`config.mk`:
```
export PLATFORM = sky130hd
export DESIGN_NAME = pdec_correct
export DESIGN_NICKNAME = d
export VERILOG_FILES = /design/src/rtl/pdec_pkg.sv /design/src/rtl/pdec_skew.sv /design/src/rtl/pdec_sum.sv /design/src/rtl/pdec_fill.sv /design/src/rtl/pdec_correct.sv
export SDC_FILE = /design/constraint.sdc
export NUM_CORES = 1
export LEC_CHECK = 0
export ABC_AREA = 0
export ABC_CLOCK_PERIOD_IN_PS = 1750
export BUFFER_PORTS_ARGS = -buffer_cell sky130_fd_sc_hd__clkbuf_2
export CORE_MARGIN = 1.5
export CORE_UTILIZATION = 30
export CTS_CLUSTER_DIAMETER = 150
export DETAILED_ROUTE_END_ITERATION = 10
export PLACE_DENSITY = 0.56
export SLEW_MARGIN = 20
export SYNTH_ARGS = -nofsm -noshare
export SYNTH_HDL_FRONTEND = slang
export SYNTH_SLANG_ARGS = --single-unit
```
`constraint.sdc`:
```
create_clock -name clk -period 1.75 [get_ports clk]
set_input_delay 0.0875 -clock clk [delete_from_list [all_inputs] [get_ports clk]]
set_output_delay 0.0875 -clock clk [all_outputs]
set_load 0.03 [all_outputs]
```
`src/rtl/pdec_pkg.sv`:
```
`timescale 1ns/1ps
// Package: shared constants and the middle-stage code cleanup used by the
// stage-code combiner. Assumes middle stages use two wires with three legal
// levels.
package pdec_pkg;

    localparam int STAGES_DEF     = 10;
    localparam int FRONT_BITS_DEF = 4;
    localparam int OUT_BITS_DEF   = 12;

    // Fold the unused two-wire pattern onto the middle level.
    function automatic logic [1:0] fold_mid(input logic [1:0] raw);
        return (raw == 2'b11) ? 2'b01 : raw;
    endfunction

endpackage

```
`src/rtl/pdec_skew.sv`:
```
`timescale 1ns/1ps
// Module: pdec_skew
// Delays one stage's code by DEPTH clock ticks so that it lines up with the
// codes of later stages of the same sample. DEPTH of zero is a plain wire.
// Assumes a synchronous active-low reset that clears every tap.
module pdec_skew #(
    parameter int W     = 2,
    parameter int DEPTH = 1
) (
    input  logic         clk,
    input  logic         rst_n,
    input  logic [W-1:0] d_i,
    output logic [W-1:0] q_o
);

    generate
        if (DEPTH == 0) begin : g_wire
            assign q_o = d_i;
        end else begin : g_line
            logic [W-1:0] tap_q [DEPTH];

            // Shift the code one tap per tick; reset empties the line.
            always_ff @(posedge clk) begin
                if (!rst_n) begin
                    for (int t = 0; t < DEPTH; t++) tap_q[t] <= '0;
                end else begin
                    tap_q[0] <= d_i;
                    for (int t = 1; t < DEPTH; t++) tap_q[t] <= tap_q[t-1];
                end
            end

            assign q_o = tap_q[DEPTH-1];
        end
    endgenerate

endmodule

```
`src/rtl/pdec_sum.sv`:
```
`timescale 1ns/1ps
// Module: pdec_sum
// Combinational weighted sum of aligned stage codes with overlapping binary
// weights, followed by a clamp to the output range. The front code is worth
// 2^N_MID, middle stage i (0 based) is worth 2^(N_MID-1-i), and the tail
// bit is worth 1. Assumes middle codes are already folded to 0..2.
module pdec_sum #(
    parameter int FRONT_BITS = 4,
    parameter int N_MID      = 8,
    parameter int OUT_BITS   = 12
) (
    input  logic [FRONT_BITS-1:0] front_i,
    input  logic [2*N_MID-1:0]    mid_i,
    input  logic                  tail_i,
    output logic [OUT_BITS-1:0]   word_o,
    output logic                  over_o
);

    localparam int SUM_W = FRONT_BITS + N_MID + 1;
    localparam logic [SUM_W-1:0] TOP = SUM_W'({OUT_BITS{1'b1}});

    logic [SUM_W-1:0] acc;

    // Accumulate each aligned term at its weight.
    always_comb begin
        acc = SUM_W'(front_i) << N_MID;
        for (int i = 0; i < N_MID; i++) begin
            acc = acc + (SUM_W'(mid_i[2*i +: 2]) << (N_MID - 1 - i));
        end
        acc = acc + SUM_W'(tail_i);
    end

    // Saturate anything beyond the output range and flag it.
    always_comb begin
        over_o = (acc > TOP);
        word_o = over_o ? {OUT_BITS{1'b1}} : acc[OUT_BITS-1:0];
    end

endmodule

```
`src/rtl/pdec_fill.sv`:
```
`timescale 1ns/1ps
// Module: pdec_fill
// Tracks how many ticks have passed since reset and raises the valid strobe
// once every alignment line holds data of a real sample. Assumes the
// alignment plus output stage spans FILL ticks.
module pdec_fill #(
    parameter int FILL = 10
) (
    input  logic clk,
    input  logic rst_n,
    output logic valid_o
);

    localparam int CW = $clog2(FILL + 1);
    localparam logic [CW-1:0] LAST = CW'(FILL);
    localparam logic [CW-1:0] ARM  = CW'(FILL - 1);

    logic [CW-1:0] cnt_q;

    // Count ticks since reset, saturating once the lines are full.
    always_ff @(posedge clk) begin
        if (!rst_n) cnt_q <= '0;
        else if (cnt_q != LAST) cnt_q <= cnt_q + 1'b1;
    end

    // Valid follows the count one tick later, aligned to the output register.
    always_ff @(posedge clk) begin
        if (!rst_n) valid_o <= 1'b0;
        else valid_o <= (cnt_q >= ARM);
    end

    // once valid, it stays valid until reset.
    p_valid_sticky_r8: assert property (@(posedge clk) disable iff (!rst_n)
        valid_o |=> valid_o);

endmodule

```
`src/rtl/pdec_correct.sv`:
```
`timescale 1ns/1ps
// Module: pdec_correct
// Digital correction for a pipelined converter: aligns staggered per-stage
// codes with per-stage delay lines, sums them with overlapping weights,
// clamps, and registers word, range flag and valid strobe together.
// Assumes clk runs at twice the conversion rate and each stage code is held
// for two ticks, stage k starting k-1 ticks after stage 1.
module pdec_correct
    import pdec_pkg::*;
#(
    parameter int N_STAGE    = STAGES_DEF,
    parameter int FRONT_BITS = FRONT_BITS_DEF,
    parameter int OUT_BITS   = OUT_BITS_DEF,
    parameter int N_MID      = N_STAGE - 2
) (
    input  logic                  clk,
    input  logic                  rst_n,
    input  logic [FRONT_BITS-1:0] front_code,
    input  logic [2*N_MID-1:0]    mid_code,
    input  logic                  tail_bit,
    output logic [OUT_BITS-1:0]   word_o,
    output logic                  range_o,
    output logic                  valid_o
);

    localparam int FRONT_LAG = N_STAGE - 1;

    logic [FRONT_BITS-1:0] front_al;
    logic [2*N_MID-1:0]    mid_al;
    logic                  tail_al;
    logic [OUT_BITS-1:0]   word_d;
    logic                  over_d;

    // Stage 1 arrives first and waits longest.
    pdec_skew #(.W(FRONT_BITS), .DEPTH(FRONT_LAG)) u_front_skew (
        .clk  (clk),
        .rst_n(rst_n),
        .d_i  (front_code),
        .q_o  (front_al)
    );

    // Middle stages: fold the illegal pattern, then delay by N_STAGE-k.
    generate
        for (genvar i = 0; i < N_MID; i++) begin : g_mid
            logic [1:0] clean;
            assign clean = fold_mid(mid_code[2*i +: 2]);

            pdec_skew #(.W(2), .DEPTH(N_STAGE - 2 - i)) u_mid_skew (
                .clk  (clk),
                .rst_n(rst_n),
                .d_i  (clean),
                .q_o  (mid_al[2*i +: 2])
            );

            // no illegal pattern ever reaches the adder.
            p_no_illegal_r3: assert property (@(posedge clk) disable iff (!rst_n)
                mid_al[2*i +: 2] != 2'b11);
        end
    endgenerate

    // The last stage arrives last and needs no delay.
    pdec_skew #(.W(1), .DEPTH(0)) u_tail_skew (
        .clk  (clk),
        .rst_n(rst_n),
        .d_i  (tail_bit),
        .q_o  (tail_al)
    );

    pdec_sum #(.FRONT_BITS(FRONT_BITS), .N_MID(N_MID), .OUT_BITS(OUT_BITS)) u_sum (
        .front_i(front_al),
        .mid_i  (mid_al),
        .tail_i (tail_al),
        .word_o (word_d),
        .over_o (over_d)
    );

    pdec_fill #(.FILL(N_STAGE)) u_fill (
        .clk    (clk),
        .rst_n  (rst_n),
        .valid_o(valid_o)
    );

    // Register the corrected word and its range flag together.
    always_ff @(posedge clk) begin
        if (!rst_n) begin
            word_o  <= '0;
            range_o <= 1'b0;
        end else begin
            word_o  <= word_d;
            range_o <= over_d;
        end
    end

    // a flagged word always sits at full scale.
    p_clamp_full_r6: assert property (@(posedge clk) disable iff (!rst_n)
        range_o |-> (word_o == {OUT_BITS{1'b1}}));

    // the range flag never rises before the lines are filled.
    p_flag_valid_r7: assert property (@(posedge clk) disable iff (!rst_n)
        range_o |-> valid_o);

    // a reset edge leaves every output cleared.
    p_reset_clear_r9: assert property (@(posedge clk)
        !rst_n |=> (!valid_o && !range_o && word_o == '0));

endmodule

```
==> impl_results.md <==
* Hold Path Stages at 3
* Min Hold Slack at between 0.06 and 0.07 ns
* Max-cap violation count at 0
* Yosys warnings at 0
* Chip height at 118 um
* Post-synthesis register bit count at 126
* Layout Utilization at between 40 and 50%
* H-tree Lvls at 4
* Post-route worst setup slack at -0.186 ns
* Ant. Diodes at 0
* Critical-path maximum fanout at 6
* Clock network power share at 53.0%
* GP Congestion at 0.773
* Cell count after synthesis at ~350
* Int Power at 5.34 mW
* DR vias at around 2500
* Hold WC Path Type: input port to register
* Reg2reg end: word_o[8]
* R2R Path Start: g_mid[7].u_mid_skew.g_line.tap_q[0][0]
* Post-synth top area share at between 60% and 70%
* FMAX at 517 MHz
* Net Sw Frac at 20.6%
* Worst reg2reg setup slack at -0.19 ns
* Die width at between 100 and 150 um
* Sequential area share after synthesis at 63.2%
* Average size of a mapped cell at 11.5 sq um
* DPL Wire Length at 3810 um
* Post-place setup slack at -0.226 ns
* Overflow after GRT at 0
* CP arrival at 2.26 ns
* CORE AREA at 0.0128 sq mm
* Status: finished with violations
* Vias in the first global route at 2402
* Main synth FF type: dfxtp_1
* Worst Max-Slew Pin Slew at 0.709 ns
* Endpoint, Worst Hold: word_o[0]
* First-pass GRT wire length at 10900 um
* Pwr/cell area at about 1300 mW/mm^2
* CP Data Required Time at between 2 and 2.5 ns
* Comb power frac at 3.0%
* Setup violations, final at 13
* Asr flop ratio synth at 0%
* Total GRT Usage at between 10% and 20%
* DR vias/cell at 4.06
* Register share of total power at a little over two fifths
* VDD IR-drop max at 0.000566 V
* Kind of critical path: register to register
* Pre-Repair DR Iteration Count at 4
* Dominant cells by area after synthesis: dfxtp_1, and2_1, ha_1, a21oi_1, nor3b_1
* Io pins at 37
* Setup crit end kind: register
* Max Slew Vio Count at 0
* Site Rows at between 40 and 50
* Reg clk slew, reported paths at 0.06 ns
* Failing checks: setup timing
* NetSw at about 1.4 mW
* Fin crit share at 111%
* Nets at 456
* Period minus WS final at 1.94 ns
* Effective utilization at floorplan at between 30% and 40%
* Area delta synth->final at 32.6%
* Proportion of layout cells with a drive suffix above 1 at between 20% and 30%
* DR iter-0 viols at 176
* Final WL at 6180 um
* RSZ-0062 raised after global routing: true
* Setup Skew at between 0.006 and 0.007 ns
* Setup Buffers After CTS at 0
* Final Hold Vio Count at 0
* CTS tree: yes
* Clock Path Buffers at 2
* Port buffer count at 36
* Clock Latency Late Sink at 0.41 ns
* Initial antenna violation count at 0
* Worst R2R Path Depth at 8
* Drt drc at 0
* Root Driver: clkbuf_16
* Hold Startpoint: tail_bit
* Setup crit start kind: register
* Die area at between 0.01 and 0.015 sq mm
* Routed Antenna Nets at 0
* CTS Buf Count at 17
* Largest net degree at the start of global routing at 104
* WL/cell at 10.2 um
* Synth cell types at 37
* Area leader, netlist: dfxtp_1
* Max-slew headroom at 52.7%
* P_leak at 2.27 nW
* Number of enable flip-flop cells after synthesis at 0
* Synth Cell Area at about 0.0040 sq mm
* Clock sinks at 126
* Post-Syn Nets at 384
-- per-layer routing --
| metal | track usage, % | vias up | share of wire [%] |
|---|---|---|---|
| met5 | 0 | - | 0 |
| met1 | 12.0 | 1117 | 47 |
| met3 | 4.15 | 13 | 5.4 |
| met4 | 6.63 | 0 | 2.5 |
| li1 | - | 1273 | - |
| met2 | 14.8 | 50 | 45 |
-- worst max-delay path, cell delays in order, from the launching register on --
cell and delay [ns]:
dfxtp_2 0.34, ha_4 0.13, inv_2 0.03, fa_2 0.33
and2b_2 0.25, o2111ai_4 0.13, a21oi_4 0.27, o211ai_4 0.14
a31oi_1 0.23
-- sequential cells by signal, summed over array words and instances, names as in the netlist --
| signal | flops |
|---|---|
| word_o | 12 |
| g_mid.u_mid_skew.g_line.tap_q | 72 |
| range_o | 1 |
| u_fill.valid_o | 1 |
| u_front_skew.g_line.tap_q | 36 |
| u_fill.cnt_q | 4 |
-- through the flow --
stage | cell area (sq um) | power [mW] | instances | TNS [ns]
2_1_floorplan | 3990 | 3.12 | 347 | -0.314
3_3_place_gp | 4410 | 3.19 | 551 | -1.06
3_5_place_dp | 4410 | 3.19 | 551 | -2.08
4_1_cts | 5250 | 6.83 | 603 | -1.92
5_1_grt | 5290 | 7.01 | 604 | -3.07
6_report | 5290 | 6.73 | 604 | -1.75
-- cells in the mapped netlist, drive strengths merged, types with 2 or more instances --
master	number
o21a	2
o211ai	2
and2	101
dfxtp	126
a31oi	2
inv	8
o21ai	6
mux2i	2
ha	13
nor2b	3
nand2b	2
clkbuf	13
nor2	8
xor2	5
nor3	2
nor3b	9
a311oi	2
a21oi	18
xnor2	4
nand2	5
a21o	2
-- layout by cell type (no fill, tap or decap), types with 5 or more instances in the layout --
master / synthesis / layout
dfxtp_1: 126 / 125
o21ai_0: 5 / 5
inv_1: 8 / 7
buf_4: 0 / 9
a21oi_1: 16 / 13
nand2_1: 5 / 5
xor2_1: 5 / 5
clkbuf_2: 0 / 36
and2_1: 101 / 101
dlygate4sd3_1: 0 / 20
nor2_1: 8 / 8
nor3b_1: 9 / 9
clkbuf_16: 0 / 17
ha_1: 13 / 12
-- area by class of cell --
type	count	area [sq um]
inverter	8	30.0
tap	172	215
clock inverter	14	183
multi-input combinational	201	1450
sequential	126	2520
fill	1236	7490
timing repair buffer	65	448
clock buffer	18	439
-- power groups by stage --
| stage | sequential [mW] | clock, mW | combinational [mW] |
|---|---|---|---|
| global placement | 3.02 | 0 | 0.171 |
| detailed placement | 3.02 | 0 | 0.175 |
| floorplan | 3.02 | 0 | 0.0999 |
| global route | 2.96 | 3.81 | 0.236 |
| CTS | 2.96 | 3.67 | 0.209 |
| finish | 2.96 | 3.57 | 0.205 |
-- cells by family (layout without fill, tap and decap cells) --
kind of cell	Yosys count	in the layout	share of synthesized area (%)
buffers and inverters	21	105	1.98
adders and majority gates	14	14	4.58
AOI/OAI and AO/OA	40	41	7.12
muxes	2	2	0.502
and+or+nand+nor	135	135	20.6
xor gates and xnor gates	9	9	1.98
DFF	126	126	63.2
-- what timing repair did --
action	in CTS	in global routing
pin swaps	5	4
hold buffers	20	0
gates cloned	0	1
resized for setup	5	4
hold endpoints to repair	20	0
setup endpoints to repair	13	13
-- worst max-delay path by stage --
stage | start | endpoint | slack, ns
after detailed placement | g_mid[7].u_mid_skew.g_line.tap_q[0][0] | word_o[11] | -0.23
after global placement | g_mid[7].u_mid_skew.g_line.tap_q[0][0] | word_o[11] | -0.11
after CTS | g_mid[7].u_mid_skew.g_line.tap_q[0][0] | word_o[11] | -0.20
after global routing | g_mid[7].u_mid_skew.g_line.tap_q[0][0] | word_o[11] | -0.27
after floorplan | g_mid[7].u_mid_skew.g_line.tap_q[0][0] | word_o[11] | -0.06
final | g_mid[7].u_mid_skew.g_line.tap_q[0][0] | word_o[8] | -0.19
(Power assumes the default switching activity.)
